File: config.mk
export PLATFORM = sky130hd
export DESIGN_NAME = sdram_init_seq
export DESIGN_NICKNAME = d
export VERILOG_FILES = /design/src/rtl/sdram_init_pkg.sv /design/src/rtl/sdram_init_timer.sv /design/src/rtl/sdram_init_drive.sv /design/src/rtl/sdram_init_seq.sv
export SDC_FILE = /design/constraint.sdc
export NUM_CORES = 1
export LEC_CHECK = 0
export BUFFER_PORTS_ARGS = -buffer_cell sky130_fd_sc_hd__buf_2
export CAP_MARGIN = 40
export CORE_MARGIN = 1
export CORE_UTILIZATION = 52
export CTS_CLUSTER_SIZE = 14
export DETAILED_ROUTE_END_ITERATION = 10
export GPL_ROUTABILITY_DRIVEN = 0
export MAX_ROUTING_LAYER = met4
export PLACE_DENSITY_LB_ADDON = 0.1
export SLEW_MARGIN = 5
export SYNTH_ARGS = -nofsm -noshare
export SYNTH_HDL_FRONTEND = slang
export SYNTH_HIERARCHICAL = 1
export SYNTH_SLANG_ARGS = --single-unit
export TNS_END_PERCENT = 20
File: constraint.sdc
create_clock -name clk -period 2.08 [get_ports clk]
set_input_delay 0.416 -clock clk [delete_from_list [all_inputs] [get_ports clk]]
set_output_delay 0.416 -clock clk [all_outputs]
set_load 0.01 [all_outputs]
File: src/rtl/sdram_init_pkg.sv
package sdram_init_pkg;

  // Pin order {cs_n, ras_n, cas_n, we_n}
  typedef logic [3:0] sdram_cmd_t;

  localparam sdram_cmd_t CMD_NOP = 4'b0111;
  localparam sdram_cmd_t CMD_PRE = 4'b0010;
  localparam sdram_cmd_t CMD_REF = 4'b0001;
  localparam sdram_cmd_t CMD_MRS = 4'b0000;

  typedef enum logic [2:0] {
    ST_PAUSE,
    ST_PRE,
    ST_WAIT_RP,
    ST_MRS,
    ST_WAIT_RSC,
    ST_REF,
    ST_WAIT_RC,
    ST_DONE
  } init_state_t;

endpackage

File: src/rtl/sdram_init_timer.sv
// Down-counter shared by every wait phase. It comes out of reset loaded
// with the pause length and is reloaded by each command state.
module sdram_init_timer #(
  parameter int CW      = 16,
  parameter int RST_VAL = 100
) (
  input  logic          clk,
  input  logic          rst,
  input  logic          load,
  input  logic [CW-1:0] load_val,
  output logic          zero
);

  logic [CW-1:0] cnt_q;

  always_ff @(posedge clk) begin
    if (rst)                cnt_q <= CW'(RST_VAL);
    else if (load)          cnt_q <= load_val;
    else if (cnt_q != '0)   cnt_q <= cnt_q - 1'b1;
  end

  assign zero = (cnt_q == '0);

  // Each idle cycle removes exactly one from the remaining wait.
  assert_timer_counts_down_R4: assert property (@(posedge clk) disable iff (rst)
    (!load && cnt_q != '0) |=> (cnt_q == CW'($past(cnt_q) - 1'b1)));

  // A zero count stays at zero until the next reload.
  assert_timer_holds_zero_R4: assert property (@(posedge clk) disable iff (rst)
    (!load && zero) |=> zero);

endmodule

File: src/rtl/sdram_init_drive.sv
// Registers the pin image for the current sequencer state.
module sdram_init_drive
  import sdram_init_pkg::*;
#(
  parameter int ADDR_W = 13,
  parameter int BA_W   = 2
) (
  input  logic                   clk,
  input  logic                   rst,
  input  init_state_t            st,
  input  logic [ADDR_W+BA_W-1:0] mode_value,
  output sdram_cmd_t             cmd,
  output logic [ADDR_W-1:0]      addr,
  output logic [BA_W-1:0]        ba,
  output logic                   dqm,
  output logic                   done
);

  localparam logic [ADDR_W-1:0] PRE_ALL_ADDR = {{(ADDR_W-11){1'b0}}, 1'b1, 10'b0};

  sdram_cmd_t          cmd_d;
  logic [ADDR_W-1:0]   addr_d;
  logic [BA_W-1:0]     ba_d;

  always_comb begin
    cmd_d  = CMD_NOP;
    addr_d = '0;
    ba_d   = '0;
    case (st)
      ST_PRE: begin
        cmd_d  = CMD_PRE;
        addr_d = PRE_ALL_ADDR;
      end
      ST_MRS: begin
        cmd_d  = CMD_MRS;
        addr_d = mode_value[ADDR_W-1:0];
        ba_d   = mode_value[ADDR_W+BA_W-1:ADDR_W];
      end
      ST_REF:  cmd_d = CMD_REF;
      default: cmd_d = CMD_NOP;
    endcase
  end

  always_ff @(posedge clk) begin
    if (rst) begin
      cmd  <= CMD_NOP;
      addr <= '0;
      ba   <= '0;
      dqm  <= 1'b1;
      done <= 1'b0;
    end else begin
      cmd  <= cmd_d;
      addr <= addr_d;
      ba   <= ba_d;
      done <= (st == ST_DONE);
      if (cmd == CMD_PRE) dqm <= 1'b0;
    end
  end

  assert_one_cycle_cmd_R8: assert property (@(posedge clk) disable iff (rst)
    (cmd != CMD_NOP) |=> (cmd == CMD_NOP));

  assert_done_sticky_R9: assert property (@(posedge clk) disable iff (rst)
    done |=> done);

  assert_dqm_stays_low_R7: assert property (@(posedge clk) disable iff (rst)
    !dqm |=> !dqm);

  assert_dqm_high_at_pre_R7: assert property (@(posedge clk) disable iff (rst)
    (cmd == CMD_PRE) |-> dqm);

endmodule

File: src/rtl/sdram_init_seq.sv
module sdram_init_seq
  import sdram_init_pkg::*;
#(
  parameter int CLK_MHZ   = 100,
  parameter int PAUSE_US  = 100,
  parameter int T_RP      = 3,
  parameter int T_RSC     = 2,
  parameter int T_RC      = 9,
  parameter int REF_COUNT = 2,
  parameter bit MRS_FIRST = 1'b1,
  parameter int ADDR_W    = 13,
  parameter int BA_W      = 2
) (
  input  logic                   clk,
  input  logic                   rst,
  input  logic [ADDR_W+BA_W-1:0] mode_value,
  output logic                   cs_n,
  output logic                   ras_n,
  output logic                   cas_n,
  output logic                   we_n,
  output logic                   cke,
  output logic                   dqm,
  output logic [ADDR_W-1:0]      addr,
  output logic [BA_W-1:0]        ba,
  output logic                   init_done
);

  localparam int PAUSE_CYC = PAUSE_US * CLK_MHZ;
  localparam int MAX_T1    = (T_RP > T_RSC) ? T_RP : T_RSC;
  localparam int MAX_T2    = (MAX_T1 > T_RC) ? MAX_T1 : T_RC;
  localparam int MAX_T     = (PAUSE_CYC > MAX_T2) ? PAUSE_CYC : MAX_T2;
  localparam int CW        = $clog2(MAX_T + 1);
  localparam int RW        = $clog2(REF_COUNT + 1);

  init_state_t    st_q, st_d;
  logic [RW-1:0]  ref_left_q;
  logic           tmr_load;
  logic [CW-1:0]  tmr_val;
  logic           tmr_zero;
  sdram_cmd_t     pin_cmd;

  sdram_init_timer #(.CW(CW), .RST_VAL(PAUSE_CYC - 1)) u_timer (
    .clk      (clk),
    .rst      (rst),
    .load     (tmr_load),
    .load_val (tmr_val),
    .zero     (tmr_zero)
  );

  // Command states last one cycle and load the following gap minus two,
  // so that consecutive commands sit exactly T cycles apart.
  always_comb begin
    st_d     = st_q;
    tmr_load = 1'b0;
    tmr_val  = '0;
    case (st_q)
      ST_PAUSE:    if (tmr_zero) st_d = ST_PRE;
      ST_PRE: begin
        tmr_load = 1'b1;
        tmr_val  = CW'(T_RP - 2);
        st_d     = ST_WAIT_RP;
      end
      ST_WAIT_RP:  if (tmr_zero) st_d = MRS_FIRST ? ST_MRS : ST_REF;
      ST_MRS: begin
        tmr_load = 1'b1;
        tmr_val  = CW'(T_RSC - 2);
        st_d     = ST_WAIT_RSC;
      end
      ST_WAIT_RSC: if (tmr_zero) st_d = MRS_FIRST ? ST_REF : ST_DONE;
      ST_REF: begin
        tmr_load = 1'b1;
        tmr_val  = CW'(T_RC - 2);
        st_d     = ST_WAIT_RC;
      end
      ST_WAIT_RC: begin
        if (tmr_zero) begin
          if (ref_left_q != '0) st_d = ST_REF;
          else                  st_d = MRS_FIRST ? ST_DONE : ST_MRS;
        end
      end
      ST_DONE:     st_d = ST_DONE;
      default:     st_d = ST_PAUSE;
    endcase
  end

  always_ff @(posedge clk) begin
    if (rst) begin
      st_q       <= ST_PAUSE;
      ref_left_q <= RW'(REF_COUNT);
    end else begin
      st_q <= st_d;
      if (st_q == ST_REF) ref_left_q <= ref_left_q - 1'b1;
    end
  end

  sdram_init_drive #(.ADDR_W(ADDR_W), .BA_W(BA_W)) u_drive (
    .clk        (clk),
    .rst        (rst),
    .st         (st_q),
    .mode_value (mode_value),
    .cmd        (pin_cmd),
    .addr       (addr),
    .ba         (ba),
    .dqm        (dqm),
    .done       (init_done)
  );

  assign {cs_n, ras_n, cas_n, we_n} = pin_cmd;
  assign cke = 1'b1;

  // The refresh burst never issues more than REF_COUNT commands.
  assert_ref_budget_R5: assert property (@(posedge clk) disable iff (rst)
    (st_q == ST_REF) |-> (ref_left_q != '0));

  // Once initialized, the pins stay quiet.
  assert_done_quiet_R9: assert property (@(posedge clk) disable iff (rst)
    init_done |-> (pin_cmd == CMD_NOP && addr == '0 && ba == '0));

  // Precharge-all always carries address bit 10.
  assert_pre_all_addr_R2: assert property (@(posedge clk) disable iff (rst)
    (pin_cmd == CMD_PRE) |-> (addr[10] && ba == '0));

  // Leaving the pause means the precharge-all is the next command on the pins.
  assert_first_cmd_pre_R2: assert property (@(posedge clk) disable iff (rst)
    (st_q == ST_PRE) |=> (pin_cmd == CMD_PRE));

endmodule

==> metrics.csv <==
metric;value;unit
Synth warnings;6;
GR Util All Layers;20.5;%
I/O Buffers;36;
Worst EP required;2.33;ns
row count;20;
most common cell after layout, fill and taps aside;dfxtp_1;
Mapped Cells;177;
Fin. Hold Viols;0;
CTS Buf Count;5;
post-cts hold buffer count;0;
largest net degree at the start of global routing;19;
Remaining DRCs;0;
starting density of the core;54.5;%
highest clock rate;519;MHz
area of the multi-input gates;847;um2
Synth Area in Simple Gates;27.2;%
Max clock buf depth;2;
commonest cells after routing, fill and taps aside;39 x dfxtp_1, 36 x buf_2, 15 x and2_1;
mux cell area share after synthesis;2.70;%
Fillers;286;
CP endpoint;u_timer/cnt_q[11];
Core Area;3050;um2
Register Area;781;um2
first-pass GRT wire length;5.17;mm
fin. max-slew vios;0;
Worst Skew;0.0122;ns
maxcap violations;0;
complex-gate fraction of the synthesized area;12.3;%
clk sinks;39;
largest family of logic cells by synthesized area;simple AND/OR/NAND/NOR gates;
critical-path maximum fanout;8;
placed instance count;265;
post-layout minimum cycle time;1.93;ns
PwrDens;610;nW/um2
IO Pins;39;
Post-synth EDFFs;0;
Worst Setup End Kind;flop;
fin cells;273;
Syn Area/Cell;9.41;um2
unrepaired setup endpoints after global routing;false;
P_leak;0.000883;uW
TritonRoute pass-1 iters;4;
CTS tree;yes;
Yosys cell types;47;
register area share after synthesis;46.9;%
adder-cell share of the synthesized area;1.50;%
critical path type;reg2reg;
via count;1330;
Layout Area Growth over Synthesis;20.7;%
setup violators final;0;
dpl hpwl;2.18;mm
FF-to-FF End;u_timer/cnt_q[11];
fin nets;247;
class of the worst hold path;in2reg;
worst r2r src;u_timer/cnt_q[3];
Setup Buffers After CTS;0;
Place WS;0.185;ns
Setup crit start kind;flop;
status;complete, no violations;
post-layout util;65.8;%
Worst EP arrival;2.18;ns
post-cts resize count;0;
Die H;58.6;um
htree depth;2;
Avg WL per Cell;11.1;um
number of nets still failing antenna checks after routing;0;
Die Wd;58.6;um
initial antenna violation count;0;
Peak VDD IR;0.505;mV
Vias/cell;4.87;
flops & latches, synth;39;
vias in the first global route;1249;
Synth async-reset ratio;0;%
R2R depth;4;
mapped cell area;1670;um2
Worst-path clk slew;0.12;ns
top_reg_cell synth;dfxtp_1;
WL final;3.02;mm
TNS Setup;0;ns
gr ovfl total;0;
share of cells above drive strength 1;26.2;%
R2R Setup Slk;0.15;ns
die area;3430;um2
start point of the critical path;u_timer/cnt_q[3];
Post-Synth XOR/XNOR Area;4.21;%
Worst-Skew Late Latency;0.34;ns
Tcrit/Tclk final;92.6;%
Antenna Cells;0;
root cell of the clock tree;clkbuf_4;
iteration-0 DRC count of the detailed router;60;
final critical-path setup slack;0.153;ns
## critical path, stage by stage (launching register included)
cell and delay, ns:
dfxtp_1 0.39, or4_4 0.58, or4_4 0.52, xor2_1 0.16, o41ai_2 0.18
## power breakdown
group          total [uW]  switching [uW]  internal (uW)
clock                 420             253            166
sequential            758            6.23            752
combinational        48.2            23.6           24.6
## synthesized netlist by cell type, drive strengths merged (4+ instances only)
| cell type | instances | share of area (%) |
|---|---|---|
| nor4 | 6 | 2.3 |
| o21ai | 6 | 1.8 |
| clkbuf | 6 | 1.4 |
| inv | 6 | 1.4 |
| and2 | 15 | 5.6 |
| nor3 | 4 | 1.2 |
| nor2 | 10 | 2.3 |
| or3 | 4 | 1.5 |
| nand2 | 9 | 2.0 |
| a21oi | 14 | 4.2 |
| dfxtp | 39 | 47 |
| xor2 | 5 | 2.6 |
## per-layer routing
metal | GRT usage, % | vias to the layer above | share of wire (%)
li1 | - | 704 | -
met1 | 25.4 | 590 | 48
met2 | 31.2 | 31 | 46
met3 | 5.93 | 5 | 3.9
met4 | 9.18 | 0 | 1.4
met5 | - | - | 0
## cell type report
| type | count | share of cell area [%] |
|---|---|---|
| Sequential cell | 39 | 38.9 |
| Clock inverter | 2 | 0.809 |
| Multi-Input combinational cell | 132 | 42.2 |
| Tap cell | 44 | 2.74 |
| Inverter | 7 | 1.31 |
| Clock buffer | 6 | 2.55 |
| Timing Repair Buffer | 43 | 11.6 |
## kinds of logic (layout without fill, tap and decap cells)
family / count (synthesis) / in the layout
flops: 39 / 39
fa+ha+maj: 2 / 2
compound gates: 32 / 32
mux: 4 / 4
simple gates: 73 / 73
xor+xnor: 8 / 8
other cells: 3 / 13
buf+inv: 16 / 58
## how the worst min path moves through the flow
stage | end | from | cells after the start | slack [ns]
floorplan | ref_left_q[1] | ref_left_q[1] | 2 | 0.48
global placement | u_drive/dqm | u_drive/dqm | 2 | 0.44
detailed placement | u_drive/dqm | u_drive/dqm | 2 | 0.46
CTS | u_drive/addr[4] | mode_value[4] | 2 | 0.24
global route | u_drive/addr[9] | mode_value[9] | 2 | 0.24
finish | u_drive/addr[4] | mode_value[4] | 2 | 0.26
## sequential cells by signal, indices dropped and copies added, names as in the netlist
| signal | cells |
|---|---|
| u_drive/done | 1 |
| u_drive/dqm | 1 |
| st_q | 3 |
| ref_left_q | 2 |
| u_drive/addr | 13 |
| u_drive/ba | 2 |
| u_drive/cmd | 3 |
| u_timer/cnt_q | 14 |
## stage by stage
step	power, uW	hold WS (ns)	instance area (um2)
floorplan	803	0.478	1700
global placement	822	0.442	1940
detailed placement	823	0.455	1940
CTS	1240	0.242	2010
global route	1280	0.236	2010
finish	1230	0.257	2010
(Power assumes the default switching activity.)
